## src/rtl/pct_pkg.sv

```systemverilog
package pct_pkg;
  localparam int NCNT     = 2;
  localparam int NCMP     = 4;
  localparam int DATA_W   = 32;
  localparam int ADDR_W   = 4;

  localparam int ADDR_RUN      = 0;
  localparam int ADDR_PRE_BASE = 1;
  localparam int ADDR_SRC      = 3;
  localparam int ADDR_ENA      = 4;
  localparam int ADDR_CLR      = 5;
  localparam int ADDR_CMP_BASE = 8;
  localparam int ADDR_PER_BASE = 12;

  typedef struct packed {
    logic [NCMP-1:0] cmpWr;
    logic [NCMP-1:0] perWr;
    logic [NCMP-1:0] flagClr;
  } pctStrobes_t;
endpackage

```

## src/rtl/pct_counter.sv

```systemverilog
module pct_counter #(
  parameter int CNT_W = 32,
  parameter int PRE_W = 32
) (
  input  logic             clk,
  input  logic             rstN,
  input  logic             run,
  input  logic [PRE_W-1:0] div,
  output logic             tick,
  output logic [CNT_W-1:0] cntNext
);
  logic [PRE_W-1:0] preCnt;
  logic [CNT_W-1:0] cnt;

  assign tick    = run && (preCnt >= div);
  assign cntNext = cnt + CNT_W'(1);

  always_ff @(posedge clk or negedge rstN) begin
    if (!rstN) begin
      preCnt <= '0;
      cnt    <= '0;
    end else if (run) begin
      if (tick) begin
        preCnt <= '0;
        cnt    <= cntNext;
      end else begin
        preCnt <= preCnt + PRE_W'(1);
      end
    end
  end

  assert_hold_when_stopped_R10: assert property (@(posedge clk) disable iff (!rstN)
    !run |=> ($stable(cnt) && $stable(preCnt)));

  assert_single_step_R1: assert property (@(posedge clk) disable iff (!rstN)
    run |=> (cnt == $past(cnt) || cnt == $past(cnt) + CNT_W'(1)));
endmodule

```

## src/rtl/pct_compare.sv

```systemverilog
module pct_compare #(
  parameter int CNT_W = 32
) (
  input  logic             clk,
  input  logic             rstN,
  input  logic             tick,
  input  logic [CNT_W-1:0] cntNext,
  input  logic             cmpWr,
  input  logic             perWr,
  input  logic             flagClr,
  input  logic [CNT_W-1:0] wrVal,
  output logic             flag
);
  logic [CNT_W-1:0] cmpReg;
  logic [CNT_W-1:0] perReg;
  logic             match;

  assign match = tick && (cntNext == cmpReg);

  always_ff @(posedge clk or negedge rstN) begin
    if (!rstN) begin
      cmpReg <= '0;
      perReg <= '0;
      flag   <= 1'b0;
    end else begin
      if (cmpWr)      cmpReg <= wrVal;
      else if (match) cmpReg <= cmpReg + perReg;
      if (perWr)      perReg <= wrVal;
      flag <= match | (flag & ~flagClr);
    end
  end

  assert_reload_adds_period_R3: assert property (@(posedge clk) disable iff (!rstN)
    (match && !cmpWr) |=> (cmpReg == $past(cmpReg) + $past(perReg)));

  assert_period_write_keeps_compare_R4: assert property (@(posedge clk) disable iff (!rstN)
    (!match && !cmpWr) |=> $stable(cmpReg));

  assert_match_sets_flag_R8: assert property (@(posedge clk) disable iff (!rstN)
    match |=> flag);

  assert_flag_sticky_R9: assert property (@(posedge clk) disable iff (!rstN)
    (flag && !flagClr) |=> flag);
endmodule

```

## src/rtl/pct_ctrl.sv

```systemverilog
module pct_ctrl
  import pct_pkg::*;
#(
  parameter int PRE_W = 32
) (
  input  logic                       clk,
  input  logic                       rstN,
  input  logic                       wrEn,
  input  logic [ADDR_W-1:0]          wrAddr,
  input  logic [DATA_W-1:0]          wrData,
  input  logic [NCMP-1:0]            flags,
  output pctStrobes_t                strobes,
  output logic [NCNT-1:0]            runCnt,
  output logic [NCNT-1:0][PRE_W-1:0] preDiv,
  output logic [NCMP-1:0]            srcSel,
  output logic [NCMP-1:0]            irq
);
  logic [NCMP-1:0] enaReg;

  always_ff @(posedge clk or negedge rstN) begin
    if (!rstN) begin
      runCnt <= '0;
      srcSel <= '0;
      enaReg <= '0;
    end else if (wrEn) begin
      if (wrAddr == ADDR_W'(ADDR_RUN)) runCnt <= wrData[NCNT-1:0];
      if (wrAddr == ADDR_W'(ADDR_SRC)) srcSel <= wrData[NCMP-1:0];
      if (wrAddr == ADDR_W'(ADDR_ENA)) enaReg <= wrData[NCMP-1:0];
    end
  end

  for (genvar b = 0; b < NCNT; b++) begin : g_pre
    always_ff @(posedge clk or negedge rstN) begin
      if (!rstN) preDiv[b] <= '0;
      else if (wrEn && wrAddr == ADDR_W'(ADDR_PRE_BASE + b)) preDiv[b] <= wrData[PRE_W-1:0];
    end
  end

  for (genvar k = 0; k < NCMP; k++) begin : g_strb
    always_comb begin
      strobes.cmpWr[k]   = wrEn && (wrAddr == ADDR_W'(ADDR_CMP_BASE + k));
      strobes.perWr[k]   = wrEn && (wrAddr == ADDR_W'(ADDR_PER_BASE + k));
      strobes.flagClr[k] = wrEn && (wrAddr == ADDR_W'(ADDR_CLR)) && wrData[k];
    end
  end

  assign irq = flags & enaReg;

  assert_one_target_R4: assert property (@(posedge clk) disable iff (!rstN)
    $onehot0({strobes.cmpWr, strobes.perWr}));

  assert_start_needs_write_R10: assert property (@(posedge clk) disable iff (!rstN)
    !wrEn |=> $stable(runCnt));
endmodule

```

## src/rtl/pct_datapath.sv

```systemverilog
module pct_datapath
  import pct_pkg::*;
#(
  parameter int CNT_W = 32,
  parameter int PRE_W = 32
) (
  input  logic                       clk,
  input  logic                       rstN,
  input  pctStrobes_t                strobes,
  input  logic [DATA_W-1:0]          wrData,
  input  logic [NCNT-1:0]            runCnt,
  input  logic [NCNT-1:0][PRE_W-1:0] preDiv,
  input  logic [NCMP-1:0]            srcSel,
  output logic [NCMP-1:0]            flags
);
  logic [NCNT-1:0]            tickAll;
  logic [NCNT-1:0][CNT_W-1:0] nextAll;

  for (genvar b = 0; b < NCNT; b++) begin : g_cnt
    pct_counter #(.CNT_W(CNT_W), .PRE_W(PRE_W)) i_cnt (
      .clk     (clk),
      .rstN    (rstN),
      .run     (runCnt[b]),
      .div     (preDiv[b]),
      .tick    (tickAll[b]),
      .cntNext (nextAll[b])
    );
  end

  for (genvar k = 0; k < NCMP; k++) begin : g_cmp
    pct_compare #(.CNT_W(CNT_W)) i_cmp (
      .clk     (clk),
      .rstN    (rstN),
      .tick    (tickAll[srcSel[k]]),
      .cntNext (nextAll[srcSel[k]]),
      .cmpWr   (strobes.cmpWr[k]),
      .perWr   (strobes.perWr[k]),
      .flagClr (strobes.flagClr[k]),
      .wrVal   (wrData[CNT_W-1:0]),
      .flag    (flags[k])
    );
  end
endmodule

```

## src/rtl/periodic_compare_timer.sv

```systemverilog
module periodic_compare_timer
  import pct_pkg::*;
#(
  parameter int CNT_W = 32,
  parameter int PRE_W = 32
) (
  input  logic              clk,
  input  logic              rstN,
  input  logic              wrEn,
  input  logic [ADDR_W-1:0] wrAddr,
  input  logic [DATA_W-1:0] wrData,
  output logic [NCMP-1:0]   irq
);
  pctStrobes_t                strobes;
  logic [NCNT-1:0]            runCnt;
  logic [NCNT-1:0][PRE_W-1:0] preDiv;
  logic [NCMP-1:0]            srcSel;
  logic [NCMP-1:0]            flags;

  pct_ctrl #(.PRE_W(PRE_W)) i_ctrl (
    .clk     (clk),
    .rstN    (rstN),
    .wrEn    (wrEn),
    .wrAddr  (wrAddr),
    .wrData  (wrData),
    .flags   (flags),
    .strobes (strobes),
    .runCnt  (runCnt),
    .preDiv  (preDiv),
    .srcSel  (srcSel),
    .irq     (irq)
  );

  pct_datapath #(.CNT_W(CNT_W), .PRE_W(PRE_W)) i_dp (
    .clk     (clk),
    .rstN    (rstN),
    .strobes (strobes),
    .wrData  (wrData),
    .runCnt  (runCnt),
    .preDiv  (preDiv),
    .srcSel  (srcSel),
    .flags   (flags)
  );

  assert_irq_only_with_flag_R7: assert property (@(posedge clk) disable iff (!rstN)
    (irq & ~flags) == '0);
endmodule

```

## config.mk

```make
export PLATFORM = sky130hd
export DESIGN_NAME = periodic_compare_timer
export DESIGN_NICKNAME = d
export VERILOG_FILES = /design/src/rtl/pct_pkg.sv /design/src/rtl/pct_counter.sv /design/src/rtl/pct_compare.sv /design/src/rtl/pct_ctrl.sv /design/src/rtl/pct_datapath.sv /design/src/rtl/periodic_compare_timer.sv
export SDC_FILE = /design/constraint.sdc
export NUM_CORES = 1
export LEC_CHECK = 0
export ABC_CLOCK_PERIOD_IN_PS = 5100
export CORE_MARGIN = 3
export CORE_UTILIZATION = 40
export DETAILED_ROUTE_END_ITERATION = 12
export GPL_ROUTABILITY_DRIVEN = 0
export SLEW_MARGIN = 40
export SYNTH_ARGS = -nofsm -noshare
export SYNTH_HDL_FRONTEND = slang
export SYNTH_SLANG_ARGS = --single-unit
```

## constraint.sdc

```tcl
create_clock -name clk -period 5.1 [get_ports clk]
set_input_delay 1.53 -clock clk [delete_from_list [all_inputs] [get_ports clk]]
set_output_delay 1.53 -clock clk [all_outputs]
set_load 0.01 [all_outputs]
```

# After elaboration in Yosys (flattened, before gate mapping)
# Index checks and enable logic that the tools add are counted.
# word_totals
register_bits	462
output_inout_bits	4
# op_classes
addsub	8
n_lt_le_gt_ge	6
eq_ne	17
n_mux	26
n_bitwise	13
n_reduce_logical	31
# op_table
operator	n
$mux W32	18
$add A32 B1 Y32 const B	4
$add A32 B32 Y32	4
$eq A32 B32 Y1	4
$ge A32 B32 Y1	2
$eq A4 B4 Y1 const B	8
$logic_and A1 B1 Y1	21
$reduce_and A2 Y1	5
$eq A4 B2 Y1 const B	2
$eq A4 B3 Y1 const B	2
$lt A1 B2 Y1 const B	4
$mux W1	8
$reduce_bool A2 Y1	4
$and A1 B1 Y1	4
$and A4 B4 Y4	1
$eq A4 B1 Y1 const B	1
$logic_not A4 Y1	1
$not A1 Y1	4
$or A1 B1 Y1	4

# Longest topological paths before layout
# Gate-level depths: netlist (run 1).
# logic_depth
ltp_word	7
ltp_mapped	16

# Hierarchy
# Synthesis (run 1) repeated with hierarchy kept, for this count alone.
# hier_totals
cells_unflattened	3275
hier_area_um2	32942.8
# by_module_without_submodules
module	n_inst	cells_per_inst	area_each_um2	seq_area_each_um2
pct_compare (i_dp.g_cmp[1].i_cmp ...)	3	518	4810.9	1626.6
pct_compare (i_dp.g_cmp[0].i_cmp)	1	458	4511.8	1626.6
pct_counter (i_dp.g_cnt[1].i_cnt)	1	462	4352.9	1601.5
pct_counter (i_dp.g_cnt[0].i_cnt)	1	467	4297.9	1601.5
pct_ctrl	1	186	3125.5	1851.8
pct_datapath	1	148	2222.1	0.0

# Worst setup path after synthesis (run 1)
# Ideal clock, no wire load.
# synth_path
path_type	register to register
start	register i_dp.g_cnt[1].i_cnt.cnt[6]
end	register i_dp.g_cmp[1].i_cmp.cmpReg[31]
setup_time_ps	82
arrival_time_ps	4138
required_ps	5018
path_slack_ps	880
path_stages_with_launch	13
n_path_buf	2
period_less_slack_ps	4220
cell_sequence	dfrtp_1 -> buf_2 -> nand4_1 -> nor4_1 -> xnor2_1 -> mux2i_1 -> xor2_1 -> or4_1 -> or4b_1 -> or4_1 -> buf_2 -> or3_1 -> a31oi_1
# synth_between
elab_chain_cells	6
# synth_lines
element	line	rtl
start, declared	pct_counter.sv:13	logic [CNT_W-1:0] cnt;
start signal, assigned	pct_counter.sv:25	cnt <= cntNext;
$add A32 B1 Y32	pct_counter.sv:16	assign cntNext = cnt + CNT_W'(1);
$mux W32 (implied by the code) (2 in a row)	pct_datapath.sv:35	.cntNext (nextAll[srcSel[k]]),
$eq A32 B32 Y1	pct_compare.sv:18	assign match = tick && (cntNext == cmpReg);
$logic_and A1 B1 Y1	pct_compare.sv:18	
$reduce_bool A2 Y1 (no source line)	-	
end signal, assigned	pct_compare.sv:26	if (cmpWr) cmpReg <= wrVal;
end signal, assigned	pct_compare.sv:27	else if (match) cmpReg <= cmpReg + perReg;
end, declared	pct_compare.sv:14	logic [CNT_W-1:0] cmpReg;
# Every way passes these cells. The select of a mux whose other input is x is not followed.
# A chain may end at the register's enable or synchronous reset.

# Worst setup path after layout (run 1)
# layout_path
start	register i_dp.g_cnt[1].i_cnt.cnt[23]
end	register i_dp.g_cmp[1].i_cmp.cmpReg[10]
# Same word-level chain as after synthesis.

==> summary.md, run 1 <==
| Metric | Value |
|---|---|
| Fin crit share | 95.8% |
| # fillers | 8363 |
| R2R setup slack | 0.21 ns |
| RSZ-0062 raised after global routing | no |
| Clock sink count | 462 |
| Largest net degree at the start of global routing | 76 |
| Worst reg2reg path startpoint | i_dp.g_cnt[1].i_cnt.cnt[23] |
| Global route overflow | 0 |
| Initial DRC count | 3073 |
| Final Skew | 0.0476 ns |
| Vias in the first global route | 28726 |
| Via density | 6.00 |
| Reg2reg path depth | 10 |
| Nets | 4085 |
| Initial antenna violation count | 3 |
| Die width | 301 um |
| CP max-delay cell | or4_1 |
| Number of synthesized flops with an enable pin | 0 |
| Share of cells above drive strength 1 | 12.4% |
| Setup Viol. Count Final | 0 |
| H-tree depth | 2 |
| Compound-Gate Fraction of Synth Area | 16.0% |
| Hold Path End | i_dp.g_cmp[2].i_cmp.flag |
| Starting Density | 40.6% |
| Fin. max-slew vios | 0 |
| Setup total negative slack | 0 ns |
| Hold_ws | 0.475 ns |
| Count leader, synth | dfrtp_1 |
| Root buf cell | clkbuf_16 |
| Count of cell types in the netlist | 86 |
| Worst Setup End Kind | flop |
| Cts bufs inserted | 54 |
| Top cells by count, synth | dfrtp_1, nand2_1, nor2_1 |
| Asr flop ratio synth | 100% |
| Dpl hpwl | 93900 um |
| Worst path cell trace | nand3_1 -> or4_1 -> nor4_1 -> xnor2_1 -> xor2_1 -> o2111ai_1 -> a2111o_1 -> or4_1 -> a2111oi_0 -> a211o_1 |
| Synth area leader | dfrtp_1 |
| Slew @ Worst Pin | 0.997 ns |
| Sequential fraction of the synthesis area | 33.3% |
| Min Clock Period, post-route | 4.89 ns |
| Adder-cell share of the synthesized area | 7.14% |
| Row count | 107 |
| Startpoint types | flop |
| Overall Global Routing Usage | 27.1% |
| Global-route wire length before repair | 186000 um |
| Leakage | 0.0168 uW |
| Main combinational cell family by area after synthesis | simple AND/OR/NAND/NOR gates |
| Placed Cells | 4936 |
| Area growth, synth to finish | 10.8% |
| Synth Warn # | 0 |
| Worst Min Path Start | i_dp.g_cmp[2].i_cmp.flag |
| Flops & latches, synth | 462 |
| Most used cell along the critical path | or4_1 |
| Final WL | 124000 um |
| Top cell type's share of synthesized area | 33.3% |
| Simple logic cell fraction of the synthesized area | 18.3% |
| Max-cap violations | 0 |
| Die Ht | 301 um |
| WL per Instance | 24.6 um |
| Max Freq | 0.205 GHz |
| Final ANT Viol Nets | 0 |
| Peak supply drop | 0.331 mV |
| Dominant synthesized flop cell | dfrtp_1 |
| Worst skew pair latency | 0.64 ns |
| # DRC | 0 |
| Clock transition at path regs | 0.07 ns |
| Worst setup path category | reg2reg |
| Avg Inst Size Synth | 8.99 um2 |
| Max-slew headroom | 33.3% |
| Vias | 30205 |
| Worst Path Required | 5.67 ns |
| Bufs on Longest Clock Path | 3 |
| Core area | 0.0857 mm2 |
| Finished Layout Cells | 5034 |
| FF-to-FF End | i_dp.g_cmp[1].i_cmp.cmpReg[10] |
| Min-delay worst type | reg2reg |
| Syn nets | 4102 |
| Cell Area, Synth | 0.0348 mm2 |
| Post-synthesis mux area share | 8.73% |
| I/O Buffers | 42 |
| Power Dens Cells | 401 mW/mm2 |
| Status | completed |
| CP max stage delay | 0.71 ns |
| TritonRoute pass-1 iters | 6 |
| CTS tree | done |
| Worst path arrival time | 5.46 ns |
| Final Hold Fails | 0 |
| Die area | 0.0905 mm2 |
| Synth area leaders | dfrtp_1, ha_1, mux2_2 |
| CP Max Fanout | 13 |
| Mapped Cells | 3867 |
| Hold Path Depth | 2 |
| Top Ports | 43 |
| Post-Synth XOR/XNOR Area | 12.2% |
## cell families after synthesis
kind of cell,count (synthesis)
AOI/OAI and AO/OA,844
xor gates and xnor gates,410
adders and majority gates,196
buffers and inverters,378
DFF,462
muxes,278
and+or+nand+nor,1299
## per-stage QoR
| step | utilization [%] | power, uW | setup slack, ns | cell area (um2) |
|---|---|---|---|---|
| after CTS | 44.9 | 15400 | 0.224 | 38500 |
| after detailed placement | 42.7 | 11200 | 0.245 | 36600 |
| after floorplan | - | 9380 | 0.880 | 34800 |
| final | 44.9 | 15500 | 0.212 | 38500 |
| after global routing | 44.9 | 16300 | 0.0346 | 38500 |
| after global placement | 42.9 | 11100 | 0.325 | 36700 |
## layer usage
metal  wire length, um  track usage (%)  share of wire [%]  vias to the layer above
met5                 0                0                  0                        -
met3             11200             5.92                9.0                      373
met4              7960             14.3                6.4                        0
met2             52300             40.6                 42                     1289
met1             52500             36.4                 42                    14625
li1                  -                -                  -                    13918
## layout make-up
class | instances | area, um2 | share of cell area [%]
Multi-Input combinational cell | 3027 | 21800 | 56.6
Sequential cell | 462 | 11600 | 30.0
Clock buffer | 66 | 1470 | 3.81
Tap cell | 1144 | 1430 | 3.72
Timing Repair Buffer | 158 | 1290 | 3.35
Inverter | 147 | 552 | 1.43
Clock inverter | 29 | 405 | 1.05
Antenna cell | 1 | 2.50 | 0.00650
## what timing repair did
item                                    CTS  global route
gates resized for setup                   0             0
endpoints found under the setup margin    0             2
hold buffers                              0             0
setup buffers                             0             2
## power by group
part	total, uW	leakage (uW)	internal [uW]	switching, uW
clock network	4180	0.000907	2460	1720
logic	6090	0.0102	2710	3370
registers	5190	0.00574	4300	893
total	15500	0.0168	9470	5990
## sequential cells by signal, indices dropped and copies added, names as in the netlist
register                 count
i_dp.g_cmp.i_cmp.perReg    128
i_dp.g_cmp.i_cmp.cmpReg    128
i_dp.g_cmp.i_cmp.flag        4
i_dp.g_cnt.i_cnt.cnt        64
i_ctrl.srcSel                4
i_ctrl.runCnt                2
i_ctrl.preDiv               64
i_dp.g_cnt.i_cnt.preCnt     64
i_ctrl.enaReg                4
## worst max path at each step
| stage | from | to | depth (start not counted) |
|---|---|---|---|
| 2_1_floorplan | i_dp.g_cnt[1].i_cnt.cnt[6] | i_dp.g_cmp[1].i_cmp.cmpReg[31] | 12 |
| 5_1_grt | i_dp.g_cnt[1].i_cnt.cnt[3] | i_dp.g_cmp[1].i_cmp.cmpReg[31] | 11 |
| 3_5_place_dp | i_dp.g_cnt[1].i_cnt.cnt[5] | i_dp.g_cmp[1].i_cmp.cmpReg[31] | 12 |
| 4_1_cts | i_dp.g_cnt[1].i_cnt.cnt[5] | i_dp.g_cmp[1].i_cmp.cmpReg[31] | 12 |
| 6_report | i_dp.g_cnt[1].i_cnt.cnt[23] | i_dp.g_cmp[1].i_cmp.cmpReg[10] | 10 |
| 3_3_place_gp | i_dp.g_cnt[1].i_cnt.cnt[3] | i_dp.g_cmp[1].i_cmp.cmpReg[31] | 10 |
## layout by cell type (no fill, tap or decap), types with 106 or more instances in the layout
cell / n
dfrtp_1: 462
nand2_1: 400
nor2_1: 280
xnor2_1: 241
o21ai_0: 202
mux2_2: 201
ha_1: 192
a21oi_1: 173
inv_1: 147
nand3_1: 139
xor2_1: 120
buf_4: 106
## critical path: cells and delay by family, from the launching register on
family          cells  cell delay [ns]
compound gates      4             1.53
xor+xnor            2             0.57
flops               1             0.57
simple gates        4             2.14
Power figures use the tool's default switching activity.
==> run 2: changes to the inputs <==
--- a/config.mk
+++ b/config.mk
@@ -6,10 +6,14 @@
 export NUM_CORES = 1
 export LEC_CHECK = 0
 export ABC_CLOCK_PERIOD_IN_PS = 5100
+export CELL_PAD_IN_SITES_DETAIL_PLACEMENT = 1
+export CELL_PAD_IN_SITES_GLOBAL_PLACEMENT = 1
 export CORE_MARGIN = 3
 export CORE_UTILIZATION = 40
 export DETAILED_ROUTE_END_ITERATION = 12
 export GPL_ROUTABILITY_DRIVEN = 0
+export PLACE_DENSITY = 0.63
+export REMOVE_ABC_BUFFERS = 1
 export SLEW_MARGIN = 40
 export SYNTH_ARGS = -nofsm -noshare
 export SYNTH_HDL_FRONTEND = slang
==> summary.md, run 2 (synthesis gave the netlist of run 1 again) <==
| Metric | Value |
|---|---|
| Status | completed |
| Placed Cells | 4973 (+0.75%) |
| Total internal power | 9820 uW (+3.7%) |
| Max Freq | 0.204 GHz (-0.23%) |
| # Post-CTS Setup Buffers | 0 (unchanged) |
| # fillers | 9824 (+17%) |
| Global route overflow | 0 (unchanged) |
| Final Skew | 0.0302 ns (-0.0173 ns) |
| Worst path arrival time | 5.47 ns (about the same) |
| Dpl hpwl | 106000 um (+13%) |
| Most used cell along the critical path | nand4_1 |
| Die width | 301 um (unchanged) |
| Row count | 107 (unchanged) |
| Vias | 30910 (+2.3%) |
| Cts bufs inserted | 59 (+9.3%) |
| Starting Density | 40.6% (unchanged) |
| WL per Instance | 27.0 um (+9.6%) |
| Fin. max-slew vios | 0 (unchanged) |
| Min-delay worst type | reg2reg |
| Max-cap violations | 0 (unchanged) |
| Most frequent cells in the layout | dfrtp_1, nand2_1, nor2_1 |
| Worst setup path category | reg2reg |
| Vias in the first global route | 30833 (+7.3%) |
| Startpoint types | flop |
| DP Area | 0.0370 mm2 (+1.2%) |
| Clock transition at path regs | 0.06 ns (about the same) |
| Post-route cell area | 0.0392 mm2 (+1.9%) |
| Global-route wire length before repair | 205000 um (+11%) |
| Root buf cell | clkbuf_16 |
| Fin crit share | 96.1% (+0.22 points) |
| Via density | 6.08 (+1.3%) |
| Initial DRC count | 2422 (-21%) |
| Setup Viol. Count Final | 0 (unchanged) |
| Worst path cell trace | nand4_1 -> buf_4 -> nor2_1 -> nand4_1 -> xor2_1 -> a211oi_1 -> a2111oi_0 -> o22ai_1 -> nor4_2 -> buf_12 -> mux2_2 -> o21ai_0 |
| I/O Buffers | 42 (unchanged) |
| RSZ-0062 raised after global routing | no |
| H-tree depth | 2 (unchanged) |
| Largest net degree at the start of global routing | 89 (+17%) |
| Peak supply drop | 0.265 mV (-20%) |
| Sw Ratio | 39.3% (+0.57 points) |
| Share of cells above drive strength 1 | 13.0% (+0.57 points) |
| Post-CTS resize count | 0 (unchanged) |
| Die Ht | 301 um (unchanged) |
| Pre-CTS setup slack | 0.268 ns (+0.0230 ns) |
| Final Hold Fails | 0 (unchanged) |
| Finished Layout Cells | 5087 (+1.1%) |
| Clock power frac | 28.3% (+1.3 points) |
| Leakage | 0.0172 uW (+2.2%) |
| CP Max Fanout | 36 (+23) |
| Die area | 0.0905 mm2 (unchanged) |
| Nets | 4126 (+1.0%) |
| Power Dens Cells | 412 mW/mm2 (+2.7%) |
| Core area | 0.0857 mm2 (unchanged) |
| Share of total power in combinational logic | 39.4% (about the same) |
| CTS tree | done |
| CP max-delay cell | xor2_1 |
| Worst Path Required | 5.67 ns (about the same) |
| Final Util | 45.8% (+0.84 points) |
| Most common cell after layout, fill and taps aside | dfrtp_1 |
| Worst Setup End Kind | flop |
| Top Ports | 43 (unchanged) |
| Overall Global Routing Usage | 30.1% (+3.0 points) |
| Slew @ Worst Pin | 0.919 ns (-0.0782 ns) |
| Worst skew pair latency | 0.65 ns (about the same) |
| Post-route setup slack | 0.201 ns (-0.0111 ns) |
| Final ANT Viol Nets | 0 (unchanged) |
| # DRC | 0 (unchanged) |
| Area growth, synth to finish | 12.9% |
| Min Clock Period, post-route | 4.90 ns (+0.0111 ns) |
| Seq pwr share | 32.3% (-1.3 points) |
| Max-slew headroom | 38.7% (+5.4 points) |
| Final WL | 137000 um (+11%) |
| TritonRoute pass-1 iters | 5 (-1) |
| Leading registers by flop count | i_dp.g_cmp.i_cmp.cmpReg: 128 flops, i_dp.g_cmp.i_cmp.perReg: 128 flops |
| Initial antenna violation count | 2 (-1) |
| Post-cts hold buffer count | 0 (unchanged) |
| Clock sink count | 462 (unchanged) |
| CP max stage delay | 0.76 ns (+0.05 ns) |
| Switching power | 6360 uW (+6.2%) |
| Bufs on Longest Clock Path | 3 (unchanged) |
[run 2: cell count changes in the layout (fill, tap and decap cells not counted), moves of 4 or more]
cell             before  now
clkdlybuf4s50_1      15   39
clkinvlp_4            5    1
buf_2                26    2
buf_4               106  139
clkinv_2              6   12
clkbuf_8              7   20
inv_6                 5    1
clkbuf_16            54   60
[run 2: routing by layer]
metal | share of wire [%] | GRT usage [%] | up-vias
li1 | - | - | 14025
met1 | 45 | 42.2 | 15655
met2 | 44 | 46.6 | 960
met3 | 6.3 | 4.44 | 270
met4 | 4.7 | 12.0 | 0
met5 | 0 | 0 | -
[run 2: power by group through the flow]
stage                     Combinational [uW]  Clock [uW]  Sequential [uW]
after CTS                               6280        4690             5230
after detailed placement                6220           0             5290
after global placement                  6140           0             5270
after global routing                    7010        4830             5290
after floorplan                         4450           0             4860
final                                   6370        4570             5230
[run 2: layout make-up]
type                       instances  area [um2]  area share (%)
clock inverter                    24         320           0.817
multi-input combinational       3027       21800            55.7
antenna                            1        2.50         0.00638
clock buffer                      88        1810            4.61
timing repair buffer             194        1720            4.38
tap                             1144        1430            3.65
inverter                         147         552            1.41
sequential                       462       11600            29.5
[run 2: path summary, 6_finish.rpt]
path                                            start                        endpoint  slack (ns)  depth (start not counted)
max                        i_dp.g_cnt[0].i_cnt.cnt[3]   i_dp.g_cmp[3].i_cmp.cmpReg[1]        0.20                         12
min                          i_dp.g_cmp[2].i_cmp.flag        i_dp.g_cmp[2].i_cmp.flag        0.48                          2
max reg2reg                i_dp.g_cnt[0].i_cnt.cnt[3]   i_dp.g_cmp[3].i_cmp.cmpReg[1]        0.20                         12
min reg2reg                  i_dp.g_cmp[2].i_cmp.flag        i_dp.g_cmp[2].i_cmp.flag        0.48                          2
max in group asynchronous                        rstN   i_dp.g_cnt[1].i_cnt.preCnt[6]        3.11                          3
min in group asynchronous                        rstN  i_dp.g_cmp[0].i_cmp.perReg[26]        0.81                          1
[run 2: stage by stage]
| step | power, uW | hold WS (ns) | TNS (ns) |
|---|---|---|---|
| floorplan | 9310 | 0.430 | -103.93 |
| global placement | 11400 | 0.462 | 0 |
| detailed placement | 11500 | 0.469 | 0 |
| CTS | 16200 | 0.482 | 0 |
| global route | 17100 | 0.518 | 0 |
| finish | 16200 | 0.476 | 0 |
[run 2: worst max-delay path, delay by kind of cell, from the launching register on]
family / cells / cell delay (ns)
AND/OR/NAND/NOR: 4 / 1.46
buffers and inverters: 2 / 0.57
XOR/XNOR: 1 / 0.76
AO/OA/AOI/OAI: 4 / 1.02
flip-flops: 1 / 0.60
multiplexers: 1 / 0.36
